`src/rtl/fan_pkg.sv`:
```
`timescale 1ns/1ps
package fan_pkg;
  localparam int NUM_LEVELS = 5;
  localparam int NUM_THR    = 8;
  localparam int LVL_W      = 3;
  localparam int ADDR_WIDTH_REG  = 0;
  localparam int ADDR_PERIOD_REG = 1;
  localparam int ADDR_THR_BASE   = 2;
  typedef logic [LVL_W-1:0] level_t;
  localparam level_t LVL_MAX = level_t'(NUM_LEVELS - 1);
endpackage

```
`src/rtl/fan_thermal.sv`:
```
`timescale 1ns/1ps
module fan_thermal
  import fan_pkg::*;
#(
  parameter int DATA_W = 16
) (
  input  logic                           clk,
  input  logic                           rst_n,
  input  logic                           accept,
  input  logic [DATA_W-1:0]              temp_data,
  input  logic [NUM_THR-1:0][DATA_W-1:0] thr,
  output logic                           hw_step,
  output level_t                         level_next,
  output level_t                         level_q,
  output logic                           temp_up_evt
);
  logic [2:0] up_idx;
  logic [2:0] dn_idx;
  level_t     dn_lvl;
  logic       go_up;
  logic       go_dn;

  // rising point of level L+1 sits at odd index 2L+1,
  // falling point of level L-1 at even index 2(L-1)
  assign dn_lvl = level_q - level_t'(1);
  assign up_idx = {level_q[1:0], 1'b1};
  assign dn_idx = {dn_lvl[1:0], 1'b0};

  assign go_up = accept && (level_q < LVL_MAX) && (temp_data > thr[up_idx]);
  assign go_dn = accept && !go_up && (level_q != '0) && (temp_data < thr[dn_idx]);

  assign hw_step = go_up || go_dn;

  always_comb begin
    level_next = level_q;
    if (go_up)      level_next = level_q + level_t'(1);
    else if (go_dn) level_next = dn_lvl;
  end

  always_ff @(posedge clk) begin
    if (!rst_n) begin
      level_q     <= '0;
      temp_up_evt <= 1'b0;
    end else begin
      level_q     <= level_next;
      temp_up_evt <= go_up;
    end
  end
endmodule

```
`src/rtl/fan_regs.sv`:
```
`timescale 1ns/1ps
module fan_regs
  import fan_pkg::*;
#(
  parameter int DATA_W     = 16,
  parameter int ADDR_W     = 4,
  parameter int PWM_PERIOD = 400,
  parameter int THR_STEP   = 4096,
  parameter int CNT_W      = 9
) (
  input  logic                           clk,
  input  logic                           rst_n,
  input  logic                           reg_wr,
  input  logic                           reg_rd,
  input  logic [ADDR_W-1:0]              reg_addr,
  input  logic [DATA_W-1:0]              reg_wdata,
  output logic [DATA_W-1:0]              reg_rdata,
  input  logic                           hw_step,
  input  level_t                         level_next,
  output logic                           sw_width_wr,
  output logic [CNT_W-1:0]               width_q,
  output logic [NUM_THR-1:0][DATA_W-1:0] thr
);
  localparam int QUARTER = PWM_PERIOD / 4;

  logic [DATA_W-1:0] rd_mux;
  logic [CNT_W-1:0]  sw_width;
  logic [CNT_W-1:0]  hw_width;

  assign sw_width_wr = reg_wr && (reg_addr == ADDR_W'(ADDR_WIDTH_REG));
  assign sw_width    = (reg_wdata > DATA_W'(PWM_PERIOD)) ? CNT_W'(PWM_PERIOD)
                                                         : reg_wdata[CNT_W-1:0];
  assign hw_width    = CNT_W'(level_next) * CNT_W'(QUARTER);

  always_ff @(posedge clk) begin
    if (!rst_n)           width_q <= '0;
    else if (sw_width_wr) width_q <= sw_width;
    else if (hw_step)     width_q <= hw_width;
  end

  for (genvar k = 0; k < NUM_THR; k++) begin : g_thr
    always_ff @(posedge clk) begin
      if (!rst_n)
        thr[k] <= DATA_W'((k + 1) * THR_STEP);
      else if (reg_wr && (reg_addr == ADDR_W'(ADDR_THR_BASE + k)))
        thr[k] <= reg_wdata;
    end
  end

  always_comb begin
    rd_mux = '0;
    if (reg_addr == ADDR_W'(ADDR_WIDTH_REG))  rd_mux = DATA_W'(width_q);
    if (reg_addr == ADDR_W'(ADDR_PERIOD_REG)) rd_mux = DATA_W'(PWM_PERIOD);
    for (int k = 0; k < NUM_THR; k++)
      if (reg_addr == ADDR_W'(ADDR_THR_BASE + k)) rd_mux = thr[k];
  end

  always_ff @(posedge clk) begin
    if (!rst_n)      reg_rdata <= '0;
    else if (reg_rd) reg_rdata <= rd_mux;
  end
endmodule

```
`src/rtl/fan_settle.sv`:
```
`timescale 1ns/1ps
module fan_settle #(
  parameter int SETTLE_CYCLES = 500_000_000
) (
  input  logic clk,
  input  logic rst_n,
  input  logic start,
  output logic done_evt
);
  localparam int ST_W = $clog2(SETTLE_CYCLES + 1);

  logic [ST_W-1:0] remain;

  always_ff @(posedge clk) begin
    if (!rst_n) begin
      remain   <= '0;
      done_evt <= 1'b0;
    end else begin
      done_evt <= !start && (remain == ST_W'(1));
      if (start)              remain <= ST_W'(SETTLE_CYCLES);
      else if (remain != '0)  remain <= remain - ST_W'(1);
    end
  end
endmodule

```
`src/rtl/fan_pwm_gen.sv`:
```
`timescale 1ns/1ps
module fan_pwm_gen #(
  parameter int PWM_PERIOD = 400,
  parameter int CNT_W      = 9
) (
  input  logic             clk,
  input  logic             rst_n,
  input  logic [CNT_W-1:0] width_q,
  output logic [CNT_W-1:0] act_w,
  output logic             pwm_out
);
  logic [CNT_W-1:0] phase;
  logic             wrap;

  assign wrap = (phase == CNT_W'(PWM_PERIOD - 1));

  always_ff @(posedge clk) begin
    if (!rst_n) begin
      phase <= '0;
      act_w <= '0;
    end else if (wrap) begin
      phase <= '0;
      act_w <= width_q;
    end else begin
      phase <= phase + CNT_W'(1);
    end
  end

  // fan runs flat out while held in reset
  assign pwm_out = !rst_n || (phase < act_w);
endmodule

```
`src/rtl/fan_pwm_ctrl.sv`:
```
`timescale 1ns/1ps
module fan_pwm_ctrl
  import fan_pkg::*;
#(
  parameter int DATA_W        = 16,
  parameter int ADDR_W        = 4,
  parameter int PWM_PERIOD    = 400,
  parameter int SETTLE_CYCLES = 500_000_000,
  parameter int THR_STEP      = 4096
) (
  input  logic              clk,
  input  logic              rst_n,
  input  logic              temp_valid,
  output logic              temp_ready,
  input  logic [DATA_W-1:0] temp_data,
  input  logic              reg_wr,
  input  logic              reg_rd,
  input  logic [ADDR_W-1:0] reg_addr,
  input  logic [DATA_W-1:0] reg_wdata,
  output logic [DATA_W-1:0] reg_rdata,
  output logic              pwm_out,
  output logic              temp_up_evt,
  output logic              pwm_chg_evt
);
  localparam int CNT_W = $clog2(PWM_PERIOD + 1);

  logic                           hw_step;
  level_t                         level_next;
  level_t                         level_q;
  logic                           sw_width_wr;
  logic [CNT_W-1:0]               width_q;
  logic [CNT_W-1:0]               act_w;
  logic [NUM_THR-1:0][DATA_W-1:0] thr;

  assign temp_ready = rst_n;

  fan_thermal #(.DATA_W(DATA_W)) u_thermal (
    .clk         (clk),
    .rst_n       (rst_n),
    .accept      (temp_valid && temp_ready),
    .temp_data   (temp_data),
    .thr         (thr),
    .hw_step     (hw_step),
    .level_next  (level_next),
    .level_q     (level_q),
    .temp_up_evt (temp_up_evt)
  );

  fan_regs #(
    .DATA_W(DATA_W), .ADDR_W(ADDR_W), .PWM_PERIOD(PWM_PERIOD),
    .THR_STEP(THR_STEP), .CNT_W(CNT_W)
  ) u_regs (
    .clk         (clk),
    .rst_n       (rst_n),
    .reg_wr      (reg_wr),
    .reg_rd      (reg_rd),
    .reg_addr    (reg_addr),
    .reg_wdata   (reg_wdata),
    .reg_rdata   (reg_rdata),
    .hw_step     (hw_step),
    .level_next  (level_next),
    .sw_width_wr (sw_width_wr),
    .width_q     (width_q),
    .thr         (thr)
  );

  fan_settle #(.SETTLE_CYCLES(SETTLE_CYCLES)) u_settle (
    .clk      (clk),
    .rst_n    (rst_n),
    .start    (hw_step || sw_width_wr),
    .done_evt (pwm_chg_evt)
  );

  fan_pwm_gen #(.PWM_PERIOD(PWM_PERIOD), .CNT_W(CNT_W)) u_pwm (
    .clk     (clk),
    .rst_n   (rst_n),
    .width_q (width_q),
    .act_w   (act_w),
    .pwm_out (pwm_out)
  );
endmodule

```
`config.mk`:
```
export PLATFORM = sky130hd
export DESIGN_NAME = fan_pwm_ctrl
export DESIGN_NICKNAME = d
export VERILOG_FILES = /design/src/rtl/fan_pkg.sv /design/src/rtl/fan_thermal.sv /design/src/rtl/fan_regs.sv /design/src/rtl/fan_settle.sv /design/src/rtl/fan_pwm_gen.sv /design/src/rtl/fan_pwm_ctrl.sv
export SDC_FILE = /design/constraint.sdc
export NUM_CORES = 1
export LEC_CHECK = 0
export BUFFER_PORTS_ARGS = -buffer_cell sky130_fd_sc_hd__buf_2
export CAP_MARGIN = 5
export CORE_ASPECT_RATIO = 0.6
export CORE_MARGIN = 5
export CORE_UTILIZATION = 50
export CTS_BUF_LIST = sky130_fd_sc_hd__clkbuf_8
export DETAILED_ROUTE_END_ITERATION = 7
export HOLD_SLACK_MARGIN = 0.15
export MAX_ROUTING_LAYER = met4
export PLACE_DENSITY = 0.73
export SYNTH_ARGS = -nofsm -noshare
export SYNTH_HDL_FRONTEND = slang
export SYNTH_HIERARCHICAL = 1
export SYNTH_SLANG_ARGS = --single-unit
```
`constraint.sdc`:
```
create_clock -name clk -period 4.4 [get_ports clk]
set_input_delay 0.44 -clock clk [delete_from_list [all_inputs] [get_ports clk]]
set_output_delay 0.44 -clock clk [all_outputs]
set_load 0.02 [all_outputs]
```
==> metrics.txt <==
post-synthesis cell count=1,390; Worst Tran Pin Value=1.297 ns; CTS tree=yes; Final Cell Area=12,480 sq um; reg2reg end=u_regs/width_q[8]; grt ovf=0; Placer Congestion=1.049; Tcrit/Tclk final=0.9538; total global-route track usage=0.3149; Synth Register Bits=205; R2R setup slack=0.20 ns; Core Rows=43; Power Dens Cells=401.3 nW/um^2; Num Clock Sinks=205; Final min period=4.197 ns; Die Ht=127.5 um; RSZ-0062 raised after global routing=no; worst hold stages=3; Syn Area/Cell=8.277 sq um; clock latency on the worst-skew pair=0.56 ns; Crit Path Class=flip-flop to flip-flop; drt first pass iters=6; most common cell after layout, fill and taps aside=nand2_1; fmax=238.3 MHz; syn nets=1,479; Routed wire per std cell=23.67 um; total power=0.005010 W; worst hold path type=input port to flip-flop; most frequent cells in the layout=nand2_1, dfxtp_1, a21oi_1; Net count, final=1,491; placed cell area=11,840 sq um; Lkg Pwr=4.517 nW; Async SR Flop Fraction=0; drc violations=0; CP Capture Type=flip-flop; Hold EP=u_regs/thr[46]; Starting Density=0.5031; sequential area share after synthesis=0.3567; clk slew on worst S/H paths=0.06 ns; first-pass GRT wire length=61,370 um; Clk Tree Root Cell=clkbuf_8; die area=26,240 sq um; Worst EP required=4.78 ns; initial antenna violation count=0; H-tree depth=2; Final ANT Viol Nets=0; Post-synth EDFFs=0; synthesized cell area=11,500 sq um; Rel. slew slack=0.1345; Slew Viols, Final=0; Startpoint Class=flip-flop; Worst VDD drop=188.5 uV; status=finished, final reports clean; Unique masters post-synth=96; reg2reg path depth=18; drt via density=6.431; reg2reg start=u_thermal/level_q[0]; Fin. Hold Viols=0; vias in the first global route=9,988; Vias=11,139; TNS Setup=0 ns; area grow syn2layout=8.516%; CP Max Fanout=7; Ys Warns=6; clock skew=0.03015 ns; Worst Setup SP=u_thermal/level_q[0]; hpwl dp=28,730 um; total CTS buffers=34; PortBufs=60; buffer depth of the longest clock path=3; HP Start=reg_wdata[14]; fraction of layout cells with a size suffix above 1=0.1440; largest net degree at the start of global routing=64; Synth Flop Type=dfxtp_1; ANT cells=0; Post-Route WL=41,000 um; num ports=61; DR iter-0 viols=1,677; Die W=205.8 um; CP arrival=4.57 ns; Final Setup Violations=0; Max-cap violations=0; core area=22,870 sq um
-- cell usage after synthesis, types with 5 or more instances --
| library cell | count | area, sq um |
|---|---|---|
| and3_1 | 6 | 37.54 |
| ha_1 | 48 | 600.6 |
| a21boi_0 | 5 | 37.54 |
| o2bb2ai_1 | 8 | 70.07 |
| and2_1 | 5 | 31.28 |
| buf_6 | 7 | 78.83 |
| o211ai_1 | 5 | 37.54 |
| a221o_1 | 13 | 130.1 |
| o311ai_1 | 6 | 52.55 |
| a2bb2oi_1 | 8 | 70.07 |
| or3b_1 | 8 | 70.07 |
| mux4_2 | 31 | 698.2 |
| inv_1 | 69 | 259.0 |
| or3_1 | 9 | 56.30 |
| nor4_1 | 5 | 31.28 |
| nor2b_1 | 22 | 137.6 |
| a211oi_1 | 10 | 75.07 |
| clkbuf_1 | 55 | 206.5 |
| xor2_1 | 11 | 96.34 |
| nor3_1 | 12 | 60.06 |
| o21ai_0 | 25 | 125.1 |
| nand4b_1 | 14 | 122.6 |
| o32ai_1 | 6 | 52.55 |
| nand2_1 | 304 | 1141 |
| a31oi_1 | 25 | 156.4 |
| mux2i_1 | 19 | 190.2 |
| o21ai_1 | 10 | 50.05 |
| nand3_1 | 45 | 225.2 |
| nand4_1 | 8 | 50.05 |
| xnor2_1 | 12 | 105.1 |
| dfxtp_1 | 205 | 4104 |
| buf_2 | 36 | 180.2 |
| a21oi_1 | 171 | 855.8 |
| nor2_1 | 43 | 161.4 |
| a22oi_1 | 7 | 52.55 |
| buf_4 | 6 | 45.04 |
| o221ai_1 | 7 | 61.31 |
-- how the worst max path moves through the flow --
stage               cells after the start           endpoint  slack (ns)
finish                                 18  u_regs/width_q[8]        0.20
global route                           19  u_regs/width_q[8]        0.01
CTS                                    18  u_regs/width_q[8]        0.12
detailed placement                     18  u_regs/width_q[8]        0.13
global placement                       16  u_regs/width_q[8]        0.32
floorplan                              21  u_regs/width_q[8]        0.07
-- logic make-up after synthesis --
group,Yosys count,share of synthesized area
AND/OR/NAND/NOR,530,0.2249
AO/OA/AOI/OAI,351,0.1975
flip-flops,205,0.3567
buffers and inverters,178,0.06873
multiplexers,55,0.08244
adder cells (fa/ha/maj),48,0.05220
XOR/XNOR,23,0.01751
-- state kept, by name, summed over array words and instances, names as in the netlist --
register and flops:
u_regs/width_q 9, u_thermal/level_q 3, u_pwm/act_w 9, u_thermal/temp_up_evt 1, u_settle/done_evt 1, u_regs/thr 128, u_regs/reg_rdata 16, u_settle/remain 29
u_pwm/phase 9
-- routing by layer --
metal / track usage / part of all wire
met1: 0.4704 / 0.43
met3: 0.1454 / 0.18
met5: - / 0
met2: 0.3711 / 0.36
met4: 0.08131 / 0.028
-- per-stage QoR --
step	util	std cells	setup slack (ns)	hold slack, ns
2_1_floorplan	-	1390	0.06600	0.4252
3_3_place_gp	0.5178	1679	0.3198	0.4402
3_5_place_dp	0.5178	1679	0.1278	0.4524
4_1_cts	0.5441	1730	0.1166	0.2003
5_1_grt	0.5460	1732	0.01471	0.2139
6_report	0.5460	1732	0.2032	0.2201
-- worst max-delay path, cell delays in order (launching register included) --
cell and delay [ns]:
dfxtp_4 0.41, inv_1 0.12, ha_1 0.35, buf_4 0.19, mux4_2 0.30, inv_1 0.07
ha_1 0.23, and2_1 0.19, a221oi_2 0.29, o211ai_1 0.13, a211o_2 0.38, buf_4 0.15
a21oi_1 0.23, nor2b_1 0.15, ha_1 0.22, ha_1 0.19, xor2_1 0.17, o221ai_1 0.17
a21oi_1 0.09
-- cell type report --
class / instances / area, sq um
tap: 315 / 394.1
sequential: 205 / 4109
clock inverter: 10 / 38.79
multi-input combinational: 1007 / 6626
clock buffer: 41 / 564.3
fill: 2095 / 10380
timing repair buffer: 84 / 488.0
inverter: 70 / 264.0
-- power breakdown --
group | internal (W) | switching, W
Clock | 0.000828 | 0.000777
Combinational | 0.000498 | 0.000787
Sequential | 0.00198 | 0.000136
-- repair_timing --
action | in CTS | in global routing
setup endpoints to repair | 0 | 2
resized for setup | 0 | 8
hold buffers | 0 | 0
setup buffers | 0 | 2
Note: power is estimated with default switching activity, not from simulation.
